<file path="src/rtl/cfgr_pkg.sv">
package cfgr_pkg;

    typedef enum logic [1:0] {
        KIND_LOCAL  = 2'd0,
        KIND_RMT_T0 = 2'd1,
        KIND_RMT_T1 = 2'd2
    } cfg_kind_e;

    typedef struct packed {
        logic [7:0] bus;
        logic [4:0] dev;
        logic [2:0] fn;
    } cfg_target_t;

    function automatic cfg_target_t split_target(input logic [7:0] bus,
                                                 input logic [7:0] devfn);
        cfg_target_t t;
        t.bus = bus;
        t.dev = devfn[7:3];
        t.fn  = devfn[2:0];
        return t;
    endfunction

    function automatic cfg_kind_e classify(input logic [7:0] bus);
        if (bus == 8'd0)
            return KIND_LOCAL;
        else if (bus == 8'd1)
            return KIND_RMT_T0;
        else
            return KIND_RMT_T1;
    endfunction

    function automatic logic [31:0] build_setup(input cfg_target_t t,
                                                input logic type1);
        logic [31:0] w;
        w        = '0;
        w[24]    = type1;
        w[23:16] = t.bus;
        w[12:8]  = t.dev;
        w[2:0]   = t.fn;
        return w;
    endfunction

endpackage

</file>
<file path="src/rtl/cfgr_decode.sv">
module cfgr_decode
    import cfgr_pkg::*;
#(
    parameter int          ADDR_W     = 32,
    parameter int          OFS_W      = 12,
    parameter logic [31:0] CFG_BASE   = 32'h4000_0000,
    parameter logic [31:0] REMOTE_OFS = 32'h0000_1000
) (
    input  logic [7:0]        bus,
    input  logic [7:0]        devfn,
    input  logic [OFS_W-1:0]  offset,
    output cfg_kind_e         kind,
    output logic [ADDR_W-1:0] addr,
    output logic [31:0]       word
);
    localparam logic [ADDR_W-1:0] LOCAL_BASE  = ADDR_W'(CFG_BASE);
    localparam logic [ADDR_W-1:0] REMOTE_BASE = ADDR_W'(CFG_BASE + REMOTE_OFS);

    cfg_target_t tgt;

    always_comb begin
        tgt  = split_target(bus, devfn);
        kind = classify(bus);
        word = build_setup(tgt, kind == KIND_RMT_T1);
        if (kind == KIND_LOCAL)
            addr = LOCAL_BASE + ADDR_W'(offset);
        else
            addr = REMOTE_BASE + ADDR_W'(offset);
    end
endmodule

</file>
<file path="src/rtl/cfgr_issue.sv">
module cfgr_issue
    import cfgr_pkg::*;
#(
    parameter int ADDR_W = 32
) (
    input  logic              clk,
    input  logic              rst,
    input  logic              in_valid,
    input  cfg_kind_e         in_kind,
    input  logic [ADDR_W-1:0] in_addr,
    input  logic [31:0]       in_word,
    output logic              out_valid,
    output cfg_kind_e         out_kind,
    output logic [ADDR_W-1:0] out_addr,
    output logic [31:0]       out_word,
    output logic              out_load
);
    always_ff @(posedge clk) begin
        if (rst) begin
            out_valid <= 1'b0;
            out_load  <= 1'b0;
            out_kind  <= KIND_LOCAL;
            out_addr  <= '0;
            out_word  <= '0;
        end else begin
            out_valid <= in_valid;
            out_load  <= in_valid && (in_kind != KIND_LOCAL);
            if (in_valid) begin
                out_kind <= in_kind;
                out_addr <= in_addr;
                out_word <= (in_kind == KIND_LOCAL) ? 32'd0 : in_word;
            end
        end
    end
endmodule

</file>
<file path="src/rtl/cfgr_setup_reg.sv">
module cfgr_setup_reg #(
    parameter int          APP_AW    = 12,
    parameter logic [11:0] SETUP_OFS = 12'h008
) (
    input  logic              clk,
    input  logic              rst,
    input  logic              load,
    input  logic [31:0]       load_word,
    input  logic              rd_en,
    input  logic [APP_AW-1:0] rd_addr,
    output logic [31:0]       rd_data
);
    localparam logic [APP_AW-1:0] HIT_ADDR = APP_AW'(SETUP_OFS);

    logic [31:0] held;
    logic [31:0] view;

    // Forward the word being loaded so a coincident read sees it.
    assign view = load ? load_word : held;

    always_ff @(posedge clk) begin
        if (rst) begin
            held    <= '0;
            rd_data <= '0;
        end else begin
            if (load)
                held <= load_word;
            if (rd_en)
                rd_data <= (rd_addr == HIT_ADDR) ? view : 32'd0;
        end
    end
endmodule

</file>
<file path="src/rtl/cfgr_top.sv">
module cfgr_top
    import cfgr_pkg::*;
#(
    parameter int          ADDR_W     = 32,
    parameter int          OFS_W      = 12,
    parameter int          APP_AW     = 12,
    parameter logic [31:0] CFG_BASE   = 32'h4000_0000,
    parameter logic [31:0] REMOTE_OFS = 32'h0000_1000,
    parameter logic [11:0] SETUP_OFS  = 12'h008
) (
    input  logic              clk,
    input  logic              rst,
    input  logic              req_valid,
    input  logic [7:0]        req_bus,
    input  logic [7:0]        req_devfn,
    input  logic [OFS_W-1:0]  req_offset,
    input  logic              sw_rd_en,
    input  logic [APP_AW-1:0] sw_rd_addr,
    output logic              rsp_valid,
    output logic              rsp_remote,
    output logic [1:0]        rsp_kind,
    output logic [ADDR_W-1:0] rsp_addr,
    output logic [31:0]       setup_word,
    output logic              setup_wr,
    output logic [31:0]       sw_rd_data
);
    cfg_kind_e         dec_kind;
    logic [ADDR_W-1:0] dec_addr;
    logic [31:0]       dec_word;
    cfg_kind_e         iss_kind;

    cfgr_decode #(
        .ADDR_W(ADDR_W), .OFS_W(OFS_W),
        .CFG_BASE(CFG_BASE), .REMOTE_OFS(REMOTE_OFS)
    ) u_dec (
        .bus(req_bus), .devfn(req_devfn), .offset(req_offset),
        .kind(dec_kind), .addr(dec_addr), .word(dec_word)
    );

    cfgr_issue #(.ADDR_W(ADDR_W)) u_iss (
        .clk(clk), .rst(rst),
        .in_valid(req_valid), .in_kind(dec_kind),
        .in_addr(dec_addr), .in_word(dec_word),
        .out_valid(rsp_valid), .out_kind(iss_kind),
        .out_addr(rsp_addr), .out_word(setup_word),
        .out_load(setup_wr)
    );

    cfgr_setup_reg #(.APP_AW(APP_AW), .SETUP_OFS(SETUP_OFS)) u_sreg (
        .clk(clk), .rst(rst),
        .load(setup_wr), .load_word(setup_word),
        .rd_en(sw_rd_en), .rd_addr(sw_rd_addr),
        .rd_data(sw_rd_data)
    );

    assign rsp_kind   = iss_kind;
    assign rsp_remote = (iss_kind != KIND_LOCAL);
endmodule

</file>
<file path="config.mk">
export PLATFORM = sky130hd
export DESIGN_NAME = cfgr_top
export DESIGN_NICKNAME = d
export VERILOG_FILES = /design/src/rtl/cfgr_pkg.sv /design/src/rtl/cfgr_decode.sv /design/src/rtl/cfgr_issue.sv /design/src/rtl/cfgr_setup_reg.sv /design/src/rtl/cfgr_top.sv
export SDC_FILE = /design/constraint.sdc
export NUM_CORES = 1
export LEC_CHECK = 0
export BUFFER_PORTS_ARGS = -buffer_cell sky130_fd_sc_hd__buf_2
export CAP_MARGIN = 20
export CELL_PAD_IN_SITES_DETAIL_PLACEMENT = 0
export CELL_PAD_IN_SITES_GLOBAL_PLACEMENT = 1
export CORE_MARGIN = 1.5
export CORE_UTILIZATION = 40
export DETAILED_ROUTE_END_ITERATION = 12
export PLACE_DENSITY = 0.92
export RECOVER_POWER = 25
export SYNTH_ARGS = -nofsm -noshare
export SYNTH_HDL_FRONTEND = slang
export SYNTH_HIERARCHICAL = 1
export SYNTH_SLANG_ARGS = --single-unit
</file>
<file path="constraint.sdc">
create_clock -name clk -period 1.65 [get_ports clk]
set_input_delay 0.165 -clock clk [delete_from_list [all_inputs] [get_ports clk]]
set_output_delay 0.165 -clock clk [all_outputs]
set_load 0.005 [all_outputs]
</file>
Yosys cells after proc, flatten, opt, wreduce, memory -nomap -nowiden
Cells that the tools add are included.
- register bits after elaboration: 132
- input bits: 44
- output and inout port bits: 101
- word-level logic and storage cells: 23
- add/subtract/negate cells: 2
- eq/ne operators: 3
- mux-type cells: 6
- reductions and logical operators: 5
- operator list (operator ; number):
    $mux W32 ; 3
    $add A31 B12 Y32 const A ; 2
    $mux W25 ; 1
    $eq A12 B4 Y1 const B ; 1
    $eq A8 B1 Y1 const B ; 1
    $logic_not A8 Y1 ; 1
    $mux W2 ; 2
    $reduce_bool A2 Y1 ; 2
    $eq A2 B2 Y1 const B ; 1
    $logic_not A2 Y1 ; 1
    $logic_and A1 B1 Y1 ; 1

Depth between registers and ports, before layout
- word-level depth: 5
- mapped depth: 6
- gate-level depth less buffers: 4

Modules after synthesis
The synthesis kept the hierarchy.
- by module, submodules not included (module ; times used ; cells each ; area an instance (µm²) ; sequential area each (µm²)):
    cfgr_issue ; 1 ; 260 ; 2616.3 ; 1361.3
    cfgr_setup_reg ; 1 ; 212 ; 2183.3 ; 1281.2
    cfgr_decode ; 1 ; 71 ; 523.0 ; 0.0
    cfgr_top ; 1 ; 1 ; 6.3 ; 0.0

Least setup slack after synthesis
Ideal clock, no wire load.
- path kind: input to register
- start: input port req_bus[5]
- end: register u_iss.out_word[11]
- setup time: 0.070 ns
- data arrival time: 1.193 ns
- data required time: 1.580 ns
- path slack: 0.386 ns
- stages: 6
- path buffers: 2
- cell sequence: nor4_2 and4b_1 buf_2 buf_2 o211ai_1 a21oi_1
- word-level cells in the longest chain between the ends: 5
- elaborated cells between the ends (all ways): 6
- classes of those cells: 1 x eq/ne; 3 x mux; 2 x reduce/logical
- ends and longest elaborated chain (element ; line ; RTL):
    from (decl) ; cfgr_top.sv:14 ; input logic [7:0] req_bus,
    $eq A8 B1 Y1 ; cfgr_pkg.sv:27 ; else if (bus == 8'd1)
    $mux W2 ; cfgr_pkg.sv:27 ;
    $mux W2 (*) ; cfgr_pkg.sv:25 ; if (bus == 8'd0)
    net dec_kind[0] ; cfgr_top.sv:27 ; cfg_kind_e dec_kind;
    $logic_not A2 Y1 (*) ; cfgr_issue.sv:31 ; out_word <= (in_kind == KIND_LOCAL) ? 32'd0 : in_word;
    $mux W25 (*) ; cfgr_issue.sv:31 ;
    to (signal assigned) ; cfgr_issue.sv:31 ;
    to (decl) ; cfgr_issue.sv:15 ; output logic [31:0] out_word,
The timed path passes the listed nets; every way through them passes the cells marked *.
A chain may end at the register's enable or synchronous reset.

Worst setup path after layout
- start: input port rst
- end: register u_sreg.held[0]
- RTL lines (element ; line ; RTL):
    from (decl) ; cfgr_top.sv:12 ; input logic rst,
    to (signal assigned) ; cfgr_setup_reg.sv:27 ; held <= load_word;
    to (decl) ; cfgr_setup_reg.sv:15 ; logic [31:0] held;
No word-level cell between the ends.

==> key figures <==
Clocking
  – CTS-repair resized insts: 0
  – Clk Latency, worst-skew pair: ~400 ps
  – CTS sink count: approximately 130
  – TritonCTS clock tree: done
  – H-tree depth: 4
  – Setup Fix Bufs, Post-CTS: 0
  – Clk slew on worst S/H paths: roughly 50 ps
  – Hold_buf cts: 10
  – Maximum clock path buffer count: 2
  – CTS buffer count: 17
  – CTS root buf: clkbuf_16

Synth
  – Flop and latch count out of synthesis: between 100 and 150
  – Warnings from Yosys: 6
  – Netlist Area Pre-Place: 5329 µm²
  – Mapped Cells: approximately 540
  – Netlist cell types: 25
  – Syn Area/Cell: between 9 and 10 µm²
  – Number of flops mapped to enable cells by yosys: 0
  – Sequential cell area fraction in the yosys report: 0.4959
  – Dominant synthesized flop cell: dfxtp_1
  – Fraction of registers with async set/reset: 0

STA
  – Final setup skew: 5.160 ps
  – Highest Clock Rate: a little under 800 MHz
  – Final Hold Viols: 0
  – Fin Setup TNS: 0 ps
  – Min cycle time layout: around 1300 ps
  – Part of the cycle the worst path needs: 0.7706
  – # setup viols final: 0
  – Worst-margin pin slew: roughly 970 ps
  – Slew Viols, Final: 0
  – Setup repair after global routing missed its margin: false
  – Slew headroom: 0.3543

Power
  – Switching share of power: 0.2091
  – Internal power: approximately 6.2 mW
  – Sw power: between 1.5 and 2 mW
  – PwrDens: between 1000 and 1500 nW/µm²
  – P_leak: between 2 and 3 nW
  – Logic pwr share: 0.070
  – Total power: approximately 7.9 mW
  – Seq pwr share: 0.427
  – VDD IR max: roughly 0.00064 V
  – Clk pwr share: 0.503

Final layout
  – Fin nets: ~700
  – Antenna cell count: 0
  – Commonest non-fill, non-tap cell in the layout: buf_2
  – Layout cells sized above 1: 0.2870
  – Most frequent cells in the layout: buf_2 (142), dfxtp_1 (131), nor2_1 (67)
  – Area growth from synthesis to layout: 22.49%

Worst setup path
  – CP endpoint kind: flop
  – Slowest-stage cell, CP: clkbuf_2
  – Startpoint Class: input pin
  – Crit path max-delay family: buffers and inverters
  – Crit path DAT: ~1600 ps
  – Worst setup path class: input pin to flop
  – CP peak stage delay: between 700 and 800 ps
  – Crit path buf inv count: 3
  – CP max FO: 47
  – Worst path required time: slightly below 2000 ps
  – Critical Path, Cell by Cell: buf_4 > clkbuf_2 > buf_12 > nor2_1

Floorplan
  – Die Area: roughly 14000 µm²
  – I/O pins: between 100 and 150
  – Initial core utilization: 0.4155
  – Area of the core: around 13000 µm²
  – Die Ht: 118.4 µm
  – Die X-Extent: between 100 and 150 µm
  – Rows: between 40 and 50

Hold path
  – Hold/Removal Path Class: input pin to flop

Drt
  – ANT nets after route: 0
  – Uppermost layer routed: met4
  – Vias: slightly below 4000
  – Vias per cell: about 4.7
  – DRC: 0
  – Drt total wl: around 11000 µm
  – Number of DRC markers in iteration 0: 142
  – Met3 Wirelength: 878 µm
  – WL met1: a little under 5000 µm
  – Wire per inst: 13.35 µm
  – DRT Pass-1 Iters: 4
  – Metal2 WL: 5280 µm

Global route
  – Gr usage total: 0.1664
  – Vias in the first global route: approximately 3900
  – Congestion Overflow GR: 0
  – First-pass GRT wire length: about 19000 µm
  – Antenna violations before repair: 0
  – Largest net degree at the start of global routing: 100

Placed design
  – Global placement routability congestion: 0.7448
  – Dpl hpwl: roughly 7400 µm
  – PortBufs: about 140

Status
  – Status: finished, final reports clean

Job
  – Total of max-cap violations: 0
sequential cells by signal (all words and copies together) (netlist names):
register / count
u_iss/out_valid: 1
u_iss/out_word: 32
u_sreg/held: 32
u_iss/out_load: 1
u_iss/out_kind: 2
u_iss/out_addr: 32
u_sreg/rd_data: 32
through the flow:
stage	instance area, µm²	setup slack (ps)	std cells	utilization	hold WS (ps)
after CTS	6558	329.5	841	0.5113	0.3658
after global placement	5823	212.7	800	0.4540	397.5
after detailed placement	5823	162.0	800	0.4540	415.9
final	6528	378.6	841	0.5090	4.933
after global routing	6528	228.7	841	0.5090	25.07
after floorplan	5449	386.2	576	-	351.4
cells in the mapped netlist (10+ instances only):
cell type | instances | area (µm²)
a21oi_1 | 32 | 160.2
buf_2 | 19 | 95.09
buf_4 | 64 | 480.5
buf_6 | 10 | 112.6
clkbuf_1 | 10 | 37.54
dfxtp_1 | 132 | 2643
mux2i_1 | 66 | 660.6
nand2_1 | 33 | 123.9
nand2b_1 | 32 | 200.2
nor2_1 | 67 | 251.5
o211ai_1 | 32 | 240.2
o21ai_1 | 32 | 160.2
cells by family (layout without fill, tap and decap cells):
kind of cell	Yosys count	after routing	synth area share
AND/OR/NAND/NOR	144	144	0.1359
AO/OA/AOI/OAI	97	97	0.1066
multiplexers	66	66	0.1240
other	2	34	0.001409
flip-flops	132	132	0.4959
buffers and inverters	103	196	0.1362
power groups by stage:
stage                     clock network (mW)  registers, mW  logic, mW
after CTS                               4.06           3.37      0.560
after global routing                    4.20           3.39      0.614
after global placement                     0           3.43      0.523
after detailed placement                   0           3.44      0.541
final                                   3.97           3.37      0.549
after floorplan                            0           3.44      0.420
cell type report:
class,instances,area [µm²]
Fill cell,1181,6297
Clock buffer,22,484.2
Sequential cell,132,2644
Tap cell,172,215.2
Clock inverter,9,150.1
Timing Repair Buffer,165,953.4
Multi-Input combinational cell,341,2081
worst paths after layout:
| path | start | endpoint | slack (ps) | cells after the start |
|---|---|---|---|---|
| max reg2reg | u_iss/out_load | u_sreg/rd_data[2] | 400 | 3 |
| max | rst | u_sreg/held[0] | 380 | 4 |
| min reg2reg | u_sreg/rd_data[19] | u_sreg/rd_data[19] | 440 | 2 |
| min | req_offset[3] | u_iss/out_addr[3] | 5 | 3 |
layer usage:
metal | up-vias | global-route usage
met5 | - | 0
met1 | 1848 | 0.1974
li1 | 1958 | -
met2 | 133 | 0.2751
met3 | 11 | 0.06274
met4 | 0 | 0.05949
worst register-to-register path: cells and delay by family (launching register included):
kind / cells / cell delay, ps
buffers and inverters: 1 / 370
DFF: 1 / 340
muxes: 1 / 340
AOI/OAI and AO/OA: 1 / 80
Power figures use the tool's default switching activity.
